==> config.mk <==
export PLATFORM = sky130hd
export DESIGN_NAME = tlb_victim_sel
export DESIGN_NICKNAME = d
export VERILOG_FILES = /design/src/rtl/tlbv_pkg.sv /design/src/rtl/tlbv_free_pick.sv /design/src/rtl/tlbv_rr_search.sv /design/src/rtl/tlbv_entry_state.sv /design/src/rtl/tlb_victim_sel.sv
export SDC_FILE = /design/constraint.sdc
export NUM_CORES = 1
export LEC_CHECK = 0
export CAP_MARGIN = 20
export CORE_UTILIZATION = 56
export CTS_CLUSTER_DIAMETER = 40
export DETAILED_ROUTE_END_ITERATION = 7
export HOLD_SLACK_MARGIN = 0.1
export PLACE_DENSITY = 0.82
export SLEW_MARGIN = 10
export SYNTH_ARGS = -nofsm -noshare
export SYNTH_HDL_FRONTEND = slang
export SYNTH_SLANG_ARGS = --single-unit
==> constraint.sdc <==
create_clock -name clk -period 10.2 [get_ports clk]
set_clock_uncertainty 0.15 [all_clocks]
set_input_delay 1.53 -clock clk [delete_from_list [all_inputs] [get_ports clk]]
set_output_delay 1.53 -clock clk [all_outputs]
set_load 0.1 [all_outputs]
==> src/rtl/tlbv_pkg.sv <==
package tlbv_pkg;

    typedef enum logic [1:0] {
        SRC_FORCED   = 2'd0,
        SRC_FREE     = 2'd1,
        SRC_SEARCH   = 2'd2,
        SRC_FALLBACK = 2'd3
    } victim_src_e;

    function automatic int unsigned wrap_next(int unsigned cur, int unsigned n);
        return (cur + 1 >= n) ? 0 : cur + 1;
    endfunction

endpackage

==> src/rtl/tlbv_free_pick.sv <==
module tlbv_free_pick #(
    parameter int NUM_ENTRIES = 8,
    localparam int IDX_W = $clog2(NUM_ENTRIES)
) (
    input  logic [NUM_ENTRIES-1:0] free_mask,
    output logic                   found,
    output logic [IDX_W-1:0]       idx
);
    always_comb begin
        found = 1'b0;
        idx   = '0;
        for (int i = NUM_ENTRIES - 1; i >= 0; i--) begin
            if (free_mask[i]) begin
                found = 1'b1;
                idx   = IDX_W'(i);
            end
        end
    end
endmodule

==> src/rtl/tlbv_rr_search.sv <==
module tlbv_rr_search
    import tlbv_pkg::*;
#(
    parameter int NUM_ENTRIES = 8,
    localparam int IDX_W = $clog2(NUM_ENTRIES)
) (
    input  logic [IDX_W-1:0]       last_ptr,
    input  logic [NUM_ENTRIES-1:0] lock_vec,
    output logic                   found,
    output logic [IDX_W-1:0]       idx
);
    always_comb begin
        int unsigned slot;
        found = 1'b0;
        idx   = IDX_W'(NUM_ENTRIES - 1);
        slot  = int'(last_ptr);
        for (int k = 1; k < NUM_ENTRIES; k++) begin
            slot = wrap_next(slot, NUM_ENTRIES);
            if (!found && !lock_vec[slot]) begin
                found = 1'b1;
                idx   = IDX_W'(slot);
            end
        end
    end
endmodule

==> src/rtl/tlbv_entry_state.sv <==
module tlbv_entry_state #(
    parameter int NUM_ENTRIES = 8,
    localparam int IDX_W = $clog2(NUM_ENTRIES),
    localparam int CNT_W = $clog2(NUM_ENTRIES + 1)
) (
    input  logic                   clk,
    input  logic                   rst,
    input  logic                   ins_strobe,
    input  logic [IDX_W-1:0]       ins_idx,
    input  logic [NUM_ENTRIES-1:0] overlap_vec,
    input  logic                   touch_en,
    input  logic [IDX_W-1:0]       touch_idx,
    output logic [NUM_ENTRIES-1:0] valid_q,
    output logic [NUM_ENTRIES-1:0] used_q,
    output logic [CNT_W-1:0]       count_q
);
    logic [NUM_ENTRIES-1:0] ins_onehot;
    logic [NUM_ENTRIES-1:0] clear_mask;
    logic [NUM_ENTRIES-1:0] used_dropped;
    logic [CNT_W-1:0]       drop_cnt;
    logic                   touch_take;

    always_comb begin
        ins_onehot = '0;
        ins_onehot[ins_idx] = 1'b1;
        clear_mask   = ins_strobe ? (overlap_vec | ins_onehot) : '0;
        used_dropped = used_q & clear_mask;
        drop_cnt = '0;
        for (int i = 0; i < NUM_ENTRIES; i++) begin
            drop_cnt = drop_cnt + CNT_W'(used_dropped[i]);
        end
        touch_take = touch_en && !ins_strobe && valid_q[touch_idx] && !used_q[touch_idx];
    end

    always_ff @(posedge clk) begin
        if (rst) begin
            valid_q <= '0;
            used_q  <= '0;
            count_q <= '0;
        end else if (ins_strobe) begin
            valid_q <= (valid_q & ~overlap_vec) | ins_onehot;
            used_q  <= used_q & ~clear_mask;
            count_q <= count_q - drop_cnt;
        end else if (touch_take) begin
            used_q[touch_idx] <= 1'b1;
            count_q <= count_q + CNT_W'(1);
        end
    end

    assert_count_matches_R9: assert property (@(posedge clk) disable iff (rst)
        count_q == CNT_W'($countones(used_q)));

    assert_used_implies_valid_R9: assert property (@(posedge clk) disable iff (rst)
        (used_q & ~valid_q) == '0);

    assert_touch_sets_used_R8: assert property (@(posedge clk) disable iff (rst)
        touch_take |=> used_q[$past(touch_idx)]);

    assert_insert_marks_valid_R7: assert property (@(posedge clk) disable iff (rst)
        ins_strobe |=> valid_q[$past(ins_idx)] && !used_q[$past(ins_idx)]);

    assert_overlap_cleared_R7: assert property (@(posedge clk) disable iff (rst)
        ins_strobe |=> ((valid_q & $past(overlap_vec & ~ins_onehot)) == '0));
endmodule

==> src/rtl/tlb_victim_sel.sv <==
module tlb_victim_sel
    import tlbv_pkg::*;
#(
    parameter int NUM_ENTRIES = 8,
    localparam int IDX_W = $clog2(NUM_ENTRIES),
    localparam int CNT_W = $clog2(NUM_ENTRIES + 1)
) (
    input  logic                   clk,
    input  logic                   rst,
    input  logic                   ins_strobe,
    input  logic                   force_en,
    input  logic [IDX_W-1:0]       force_idx,
    input  logic [NUM_ENTRIES-1:0] overlap_vec,
    input  logic [NUM_ENTRIES-1:0] lock_vec,
    input  logic                   touch_en,
    input  logic [IDX_W-1:0]       touch_idx,
    output logic [IDX_W-1:0]       victim_idx,
    output logic                   all_locked,
    output logic [NUM_ENTRIES-1:0] valid_vec,
    output logic [NUM_ENTRIES-1:0] used_vec,
    output logic [CNT_W-1:0]       used_count
);
    logic [IDX_W-1:0]       last_ptr;
    logic [NUM_ENTRIES-1:0] free_mask;
    logic                   free_found;
    logic [IDX_W-1:0]       free_idx;
    logic                   srch_found;
    logic [IDX_W-1:0]       srch_idx;
    victim_src_e            src;

    assign free_mask = ~valid_vec | overlap_vec;

    tlbv_free_pick #(.NUM_ENTRIES(NUM_ENTRIES)) u_free (
        .free_mask (free_mask),
        .found     (free_found),
        .idx       (free_idx)
    );

    tlbv_rr_search #(.NUM_ENTRIES(NUM_ENTRIES)) u_search (
        .last_ptr (last_ptr),
        .lock_vec (lock_vec),
        .found    (srch_found),
        .idx      (srch_idx)
    );

    always_comb begin
        if (force_en) begin
            src        = SRC_FORCED;
            victim_idx = force_idx;
        end else if (free_found) begin
            src        = SRC_FREE;
            victim_idx = free_idx;
        end else if (srch_found) begin
            src        = SRC_SEARCH;
            victim_idx = srch_idx;
        end else begin
            src        = SRC_FALLBACK;
            victim_idx = IDX_W'(NUM_ENTRIES - 1);
        end
    end

    assign all_locked = (src == SRC_FALLBACK);

    always_ff @(posedge clk) begin
        if (rst) begin
            last_ptr <= IDX_W'(NUM_ENTRIES - 1);
        end else if (ins_strobe && src == SRC_SEARCH) begin
            last_ptr <= victim_idx;
        end
    end

    tlbv_entry_state #(.NUM_ENTRIES(NUM_ENTRIES)) u_state (
        .clk         (clk),
        .rst         (rst),
        .ins_strobe  (ins_strobe),
        .ins_idx     (victim_idx),
        .overlap_vec (overlap_vec),
        .touch_en    (touch_en),
        .touch_idx   (touch_idx),
        .valid_q     (valid_vec),
        .used_q      (used_vec),
        .count_q     (used_count)
    );

    assert_force_in_range_R2: assert property (@(posedge clk) disable iff (rst)
        force_en |-> int'(force_idx) < NUM_ENTRIES);

    assert_force_wins_R2: assert property (@(posedge clk) disable iff (rst)
        force_en |-> victim_idx == force_idx && !all_locked);

    assert_free_victim_empty_R3: assert property (@(posedge clk) disable iff (rst)
        (!force_en && free_mask != '0) |-> free_mask[victim_idx] && !all_locked);

    assert_search_unlocked_R4: assert property (@(posedge clk) disable iff (rst)
        (src == SRC_SEARCH) |-> !lock_vec[victim_idx] && victim_idx != last_ptr);

    assert_fallback_top_R5: assert property (@(posedge clk) disable iff (rst)
        all_locked |-> int'(victim_idx) == NUM_ENTRIES - 1 && free_mask == '0 && !force_en);

    assert_ptr_hold_R6: assert property (@(posedge clk) disable iff (rst)
        (ins_strobe && src != SRC_SEARCH) |=> $stable(last_ptr));

    assert_ptr_load_R6: assert property (@(posedge clk) disable iff (rst)
        (ins_strobe && src == SRC_SEARCH) |=> last_ptr == $past(victim_idx));
endmodule

==> key figures, run 1 <==
Finish
  • Cell area after layout: 4030 µm²
  • Footprint of the multi-input gates: between 2000 and 3000 µm²
  • Nets: 550
  • Area delta synth->final: 15.7%
  • Final core area utilization: 67.6%
  • Register Area: approximately 460 µm²
  • Filler cells: 534
  • N_diodes: 0
  • Share of cells above drive strength 1: 8.84%

Floorplan
  • Die H: 80.9 µm
  • Die X: 80.9 µm
  • Die area: roughly 6500 µm²
  • Row count: 28
  • Core Area: 5960 µm²
  • Starting Density: 58.5%
  • I/O pin total: 51

GRT
  • First-pass GRT wire length: 16.9 mm
  • Initial antenna violation count: 0
  • Pin count of the biggest net entering global routing: 44
  • Grt ovf: 0
  • Via count of the first global-routing pass: 3503
  • GRT Util Overall: 33.5%

Outcome
  • Status: complete, no violations

Timing
  • RSZ-0062 raised after global routing: false
  • Setup TNS: 0 ns
  • Final Max Slew Viols: 0
  • Minimum clock period: 9.12 ns
  • Hold slack: 0.380 ns
  • Tcrit/Tclk final: 89.4%
  • Setup violations, final: 0
  • Fmax achieved: 0.110 GHz
  • Final Hold Fails: 0
  • Max-slew headroom: 29.1%
  • Worst slew pin tran: 1.05 ns

Clock network
  • Cts repair resizes: 0
  • CTS sink cnt: 23
  • CTS max path bufs: 2
  • Setup Buffers After CTS: 0
  • Clk pin slew, worst setup/hold paths: 0.09 ns
  • CTS Buf Count: 3
  • H-Tree Depth: 1
  • CTS Hold Bufs: 0
  • CTS tree: yes
  • CTS root buffer: clkbuf_8
  • Clk Latency, worst-skew pair: ~0.28 ns

Critical path
  • Crit-path max cell delay: 0.60 ns
  • Crit start category: flop
  • Register-to-Register Path Depth: 32
  • CP Max Fanout: 14
  • WS Path Type: reg2reg
  • Crit. End Element: flop
  • CP required: approximately 10 ns
  • Crit-path slowest cell: ha_1
  • WP data arrival: ~9 ns

Logic synthesis
  • Distinct cells, synth: 79
  • Cell taking the most area after synthesis: dfxtp_1
  • Post-synth top area share: 13.2%
  • Mean Syn Cell Area: 7.42 µm²
  • Most frequent cell after synthesis: nand2_1
  • Commonest cells post-synth: 45 x nand2_1, 33 x inv_1, 28 x nor2_1
  • Syn_nets: 520
  • Ys flop type: dfxtp_1
  • Number of flops mapped to enable cells by yosys: 0
  • Synth top area cells: dfxtp_1 13%, ha_1 5.4%, fa_1 5.2%
  • Synth async-reset ratio: 0%
  • Yosys warns: 0
  • Post-synthesis sequential area ratio: approximately an eighth
  • Post-Synthesis Cell Area: 3480 µm²
  • Yosys reg bits: 23
  • Syn Inst Count: 469

Detailed routing
  • M1 WL: between 4 and 5 mm
  • Iter 0 DRT Violations: 382
  • Met3 routed WL: 679 µm
  • Top sig layer: met4
  • Post-route DRC: 0
  • DR vias: 3850
  • Antenna Violating Nets Remaining: 0
  • WL met2: 5.32 mm
  • First-pass DRT Iterations: 7
  • Total Wirelength: about 11 mm
  • Average routed wire per standard cell: 18.8 µm
  • Number of vias per cell: 6.72

Power and ir drop
  • Pwr/cell area: 69.2 nW/µm²
  • PnR Total Power: 279 µW
  • Maximum vdd drop: 76.2 µV
  • P_leak: 1.65 nW

Run
  • Max Cap Viol: 0

Min path
  • Hold depth: 2
  • HP Class: reg2reg

Place
  • PortBufs: 50
  • DP HPWL: around 8.4 mm
  • Gpl congestion: 0.956
  • Cell Area, Placed: 3980 µm²
## sequential cells by signal, summed over array words and instances (netlist names)
register / flops
u_state.used_q: 8
u_state.valid_q: 8
u_state.count_q: 4
last_ptr: 3
## cells in the final DEF (no fill, tap or decap), types with 9 or more instances in the layout
cell	count
a211oi_1	9
a21boi_0	9
a21oi_1	27
a31oi_1	13
clkdlybuf4s50_1	48
dfxtp_1	23
fa_1	9
ha_1	15
inv_1	33
mux2i_1	13
nand2_1	45
nand2b_1	9
nand3_1	25
nor2_1	28
nor2b_1	11
nor3_1	13
o21ai_0	18
## final timing paths
kind                                         from                         endpoint  slack, ns
setup / recovery         last_ptr[0]$_SDFFE_PP1P_  u_state.count_q[3]$_SDFFE_PP0P_       1.08
hold / removal    u_state.count_q[3]$_SDFFE_PP0P_  u_state.count_q[3]$_SDFFE_PP0P_       0.38
setup reg to reg         last_ptr[0]$_SDFFE_PP1P_  u_state.count_q[3]$_SDFFE_PP0P_       1.08
hold reg to reg   u_state.count_q[3]$_SDFFE_PP0P_  u_state.count_q[3]$_SDFFE_PP0P_       0.38
## report_power, final
group	internal, mW	switching [mW]
combinational	0.0403	0.0785
clock	0.0278	0.0339
sequential	0.0934	0.00496
total	0.161	0.117
## kinds of logic (layout without fill, tap and decap cells)
| group | Yosys count | after routing | synth area share [%] |
|---|---|---|---|
| buf+inv | 64 | 93 | 7.33 |
| xor+xnor | 11 | 11 | 2.98 |
| flops | 23 | 23 | 13.2 |
| compound gates | 153 | 153 | 32.6 |
| simple gates | 171 | 171 | 25.3 |
| fa+ha+maj | 24 | 24 | 10.6 |
| mux | 23 | 23 | 7.94 |
## area by class of cell
| class | count | share of cell area (%) |
|---|---|---|
| inverter | 35 | 3.32 |
| timing repair buffer | 54 | 13.0 |
| clock buffer | 3 | 1.02 |
| tap | 75 | 2.33 |
| multi-input combinational | 382 | 68.7 |
| clock inverter | 1 | 0.186 |
| sequential | 23 | 11.4 |
## per-layer routing
layer,track usage [%],vias up
met2,60.2,217
met5,0,-
met4,16.6,0
met1,39.9,1792
met3,2.36,48
li1,-,1793
## stage by stage
| step | setup slack, ns | instances |
|---|---|---|
| floorplan | 0.711 | 469 |
| global placement | 1.41 | 569 |
| detailed placement | 1.23 | 569 |
| CTS | 1.19 | 573 |
| global route | 0.408 | 573 |
| finish | 1.08 | 573 |
## worst max-delay path: cells and delay by family, from the launching register on
kind	cells	cell delay (ns)
simple gates	7	1.18
compound gates	12	2.58
xor+xnor	2	0.30
fa+ha+maj	9	4.07
flops	1	0.32
buf+inv	2	0.36
Power figures use the tool's default switching activity.
==> inputs of run 2 (changes only) <==
CORE_UTILIZATION = 41   (was 56)
PLACE_DENSITY = not set   (was 0.82)
==> run 2 against run 1 <==
Clock-buffer cell count is 1 higher. Register-to-register slack about the same. Highest routed layer unchanged. Worst hold slack lost 0.0087 ns. Die area grew 36%. Sequential power about the same. First-iteration DRC count fell by 52%. Global-route usage decreased by 7.7 points. Combinational power about the same. Wire length grew 1.7%. Design area is 1.2% higher. Setup slack improved by 0.0013 ns. Critical endpoint unchanged.
==> key figures, run 2 (same netlist as run 1, synthesis figures left out) <==
Floorplan
  • Starting Density: 42.4% (-16 points)
  • Core Area: 8220 µm² (+38%)
  • I/O pin total: 51 (unchanged)
  • Die H: 94.2 µm (+16%)
  • Die X: 94.2 µm (+16%)
  • Die area: 8870 µm² (+36%)
  • Row count: 33 (+18%)

Finish
  • Largest registers: u_state.used_q x8, u_state.valid_q x8, u_state.count_q x4
  • Filler cells: 832 (+56%)
  • N_diodes: 0 (unchanged)
  • Finished Layout Cells: 605 (+5.6%)
  • Most frequent cells in the layout: 48 x clkdlybuf4s50_1, 45 x nand2_1, 33 x inv_1, 28 x nor2_1, 27 x a21oi_1
  • Share of cells above drive strength 1: 9.00% (+0.16 points)
  • Footprint of the multi-input gates: 2770 µm² (unchanged)
  • Final core area utilization: 49.6% (-18 points)
  • Nets: 552 (+0.36%)
  • Register Area: 460 µm² (unchanged)
  • Area delta synth->final: 17.1%
  • Cell area after layout: 4080 µm² (+1.2%)
  • Commonest non-fill, non-tap cell in the layout: clkdlybuf4s50_1

Critical path
  • Crit-path slowest cell: ha_1
  • Critical path's top delay family: adder cells
  • CP Max Fanout: 14 (unchanged)
  • CP required: 10.21 ns (+0.02 ns)
  • WS Path Type: reg2reg
  • WP data arrival: 9.13 ns (about the same)
  • Crit-path max cell delay: 0.56 ns (-0.04 ns)
  • Crit. End Element: flop
  • Crit start category: flop
  • Buffer and inverter count on the worst path: 2 (unchanged)

Timing
  • Final Max Slew Viols: 0 (unchanged)
  • Final Hold Fails: 0 (unchanged)
  • Fmax achieved: 0.110 GHz (about the same)
  • Max-slew headroom: 34.7% (+5.6 points)
  • Setup violations, final: 0 (unchanged)
  • Minimum clock period: 9.12 ns (-0.00130 ns)
  • RSZ-0062 raised after global routing: false
  • Setup TNS: 0 ns (unchanged)
  • Worst slew pin tran: 0.977 ns (-0.0772 ns)
  • Setup ws final: 1.08 ns (+0.00130 ns)
  • Tcrit/Tclk final: 89.4% (about the same)
  • Hold slack: 0.371 ns (-0.00873 ns)

Place
  • Dpl cells: 601 (+5.6%)
  • Place WS: 1.18 ns (-0.0543 ns)
  • DP HPWL: 8.61 mm (+3.0%)
  • Cell Area, Placed: 4030 µm² (+1.3%)
  • PortBufs: 50 (unchanged)
  • Gpl congestion: 1.01 (+5.9%)

GRT
  • First-pass GRT wire length: 18.0 mm (+6.7%)
  • Grt ovf: 0 (unchanged)
  • Via count of the first global-routing pass: 3609 (+3.0%)
  • Initial antenna violation count: 0 (unchanged)
  • GRT Util Overall: 25.7% (-7.7 points)
  • Pin count of the biggest net entering global routing: 44 (unchanged)

Clock network
  • CTS max path bufs: 2 (unchanged)
  • H-Tree Depth: 1 (unchanged)
  • Cts repair resizes: 0 (unchanged)
  • Setup Buffers After CTS: 0 (unchanged)
  • Clk pin slew, worst setup/hold paths: 0.08 ns (about the same)
  • CTS tree: yes
  • CTS Buf Count: 3 (unchanged)
  • Clk Latency, worst-skew pair: 0.27 ns (about the same)
  • CTS root buffer: clkbuf_8
  • CTS sink cnt: 23 (unchanged)
  • CTS Hold Bufs: 0 (unchanged)

Run
  • Max Cap Viol: 0 (unchanged)

Outcome
  • Status: complete, no violations

Detailed routing
  • Average routed wire per standard cell: 18.1 µm (-3.6%)
  • Post-route DRC: 0 (unchanged)
  • First-pass DRT Iterations: 5 (-2)
  • Total Wirelength: 11.0 mm (+1.7%)
  • Number of vias per cell: 6.14 (-8.6%)
  • Iter 0 DRT Violations: 183 (-52%)
  • DR vias: 3716 (-3.5%)
  • Antenna Violating Nets Remaining: 0 (unchanged)

Power and ir drop
  • P_leak: 1.66 nW (+0.68%)
  • Maximum vdd drop: 54.1 µV (-29%)
  • Pwr/cell area: 67.2 nW/µm² (-2.8%)
  • PnR Total Power: 274 µW (-1.7%)

Min path
  • HP Class: reg2reg
## run 2: worst reg2reg max path, delay by kind of cell (launching register included)
family | cells | cell delay [ns]
xor gates and xnor gates | 2 | 0.29
buffers and inverters | 2 | 0.37
AOI/OAI and AO/OA | 12 | 2.78
adders and majority gates | 9 | 4.04
DFF | 1 | 0.32
and+or+nand+nor | 6 | 1.08
## run 2: cell type report
class	instances	area share (%)
multi-input cells	382	67.8
repair buffers	56	13.3
flip-flops and latches	23	11.3
inverters	35	3.28
well taps	105	3.22
clock buffers	4	1.10
## run 2: per-layer routing
metal,up-vias,track usage (%),share of wire [%]
met1,1736,31.6,43
met5,-,0,0
met2,150,45.7,49
met4,0,9.74,2.6
met3,26,2.67,4.9
li1,1804,-,-
## run 2: worst paths after layout
kind                                    from                               to  slack [ns]  cells after the start
max                 last_ptr[0]$_SDFFE_PP1P_  u_state.count_q[3]$_SDFFE_PP0P_        1.08                     31
min          u_state.valid_q[3]$_SDFFE_PP0P_  u_state.valid_q[3]$_SDFFE_PP0P_        0.37                      2
max reg2reg         last_ptr[0]$_SDFFE_PP1P_  u_state.count_q[3]$_SDFFE_PP0P_        1.08                     31
min reg2reg  u_state.valid_q[3]$_SDFFE_PP0P_  u_state.valid_q[3]$_SDFFE_PP0P_        0.37                      2
## run 2: power by group
group	internal [mW]	leakage [nW]	total [mW]	switching, mW
Clock	0.0279	0.0228	0.0580	0.0301
Combinational	0.0404	1.45	0.117	0.0770
Sequential	0.0934	0.187	0.0987	0.00536
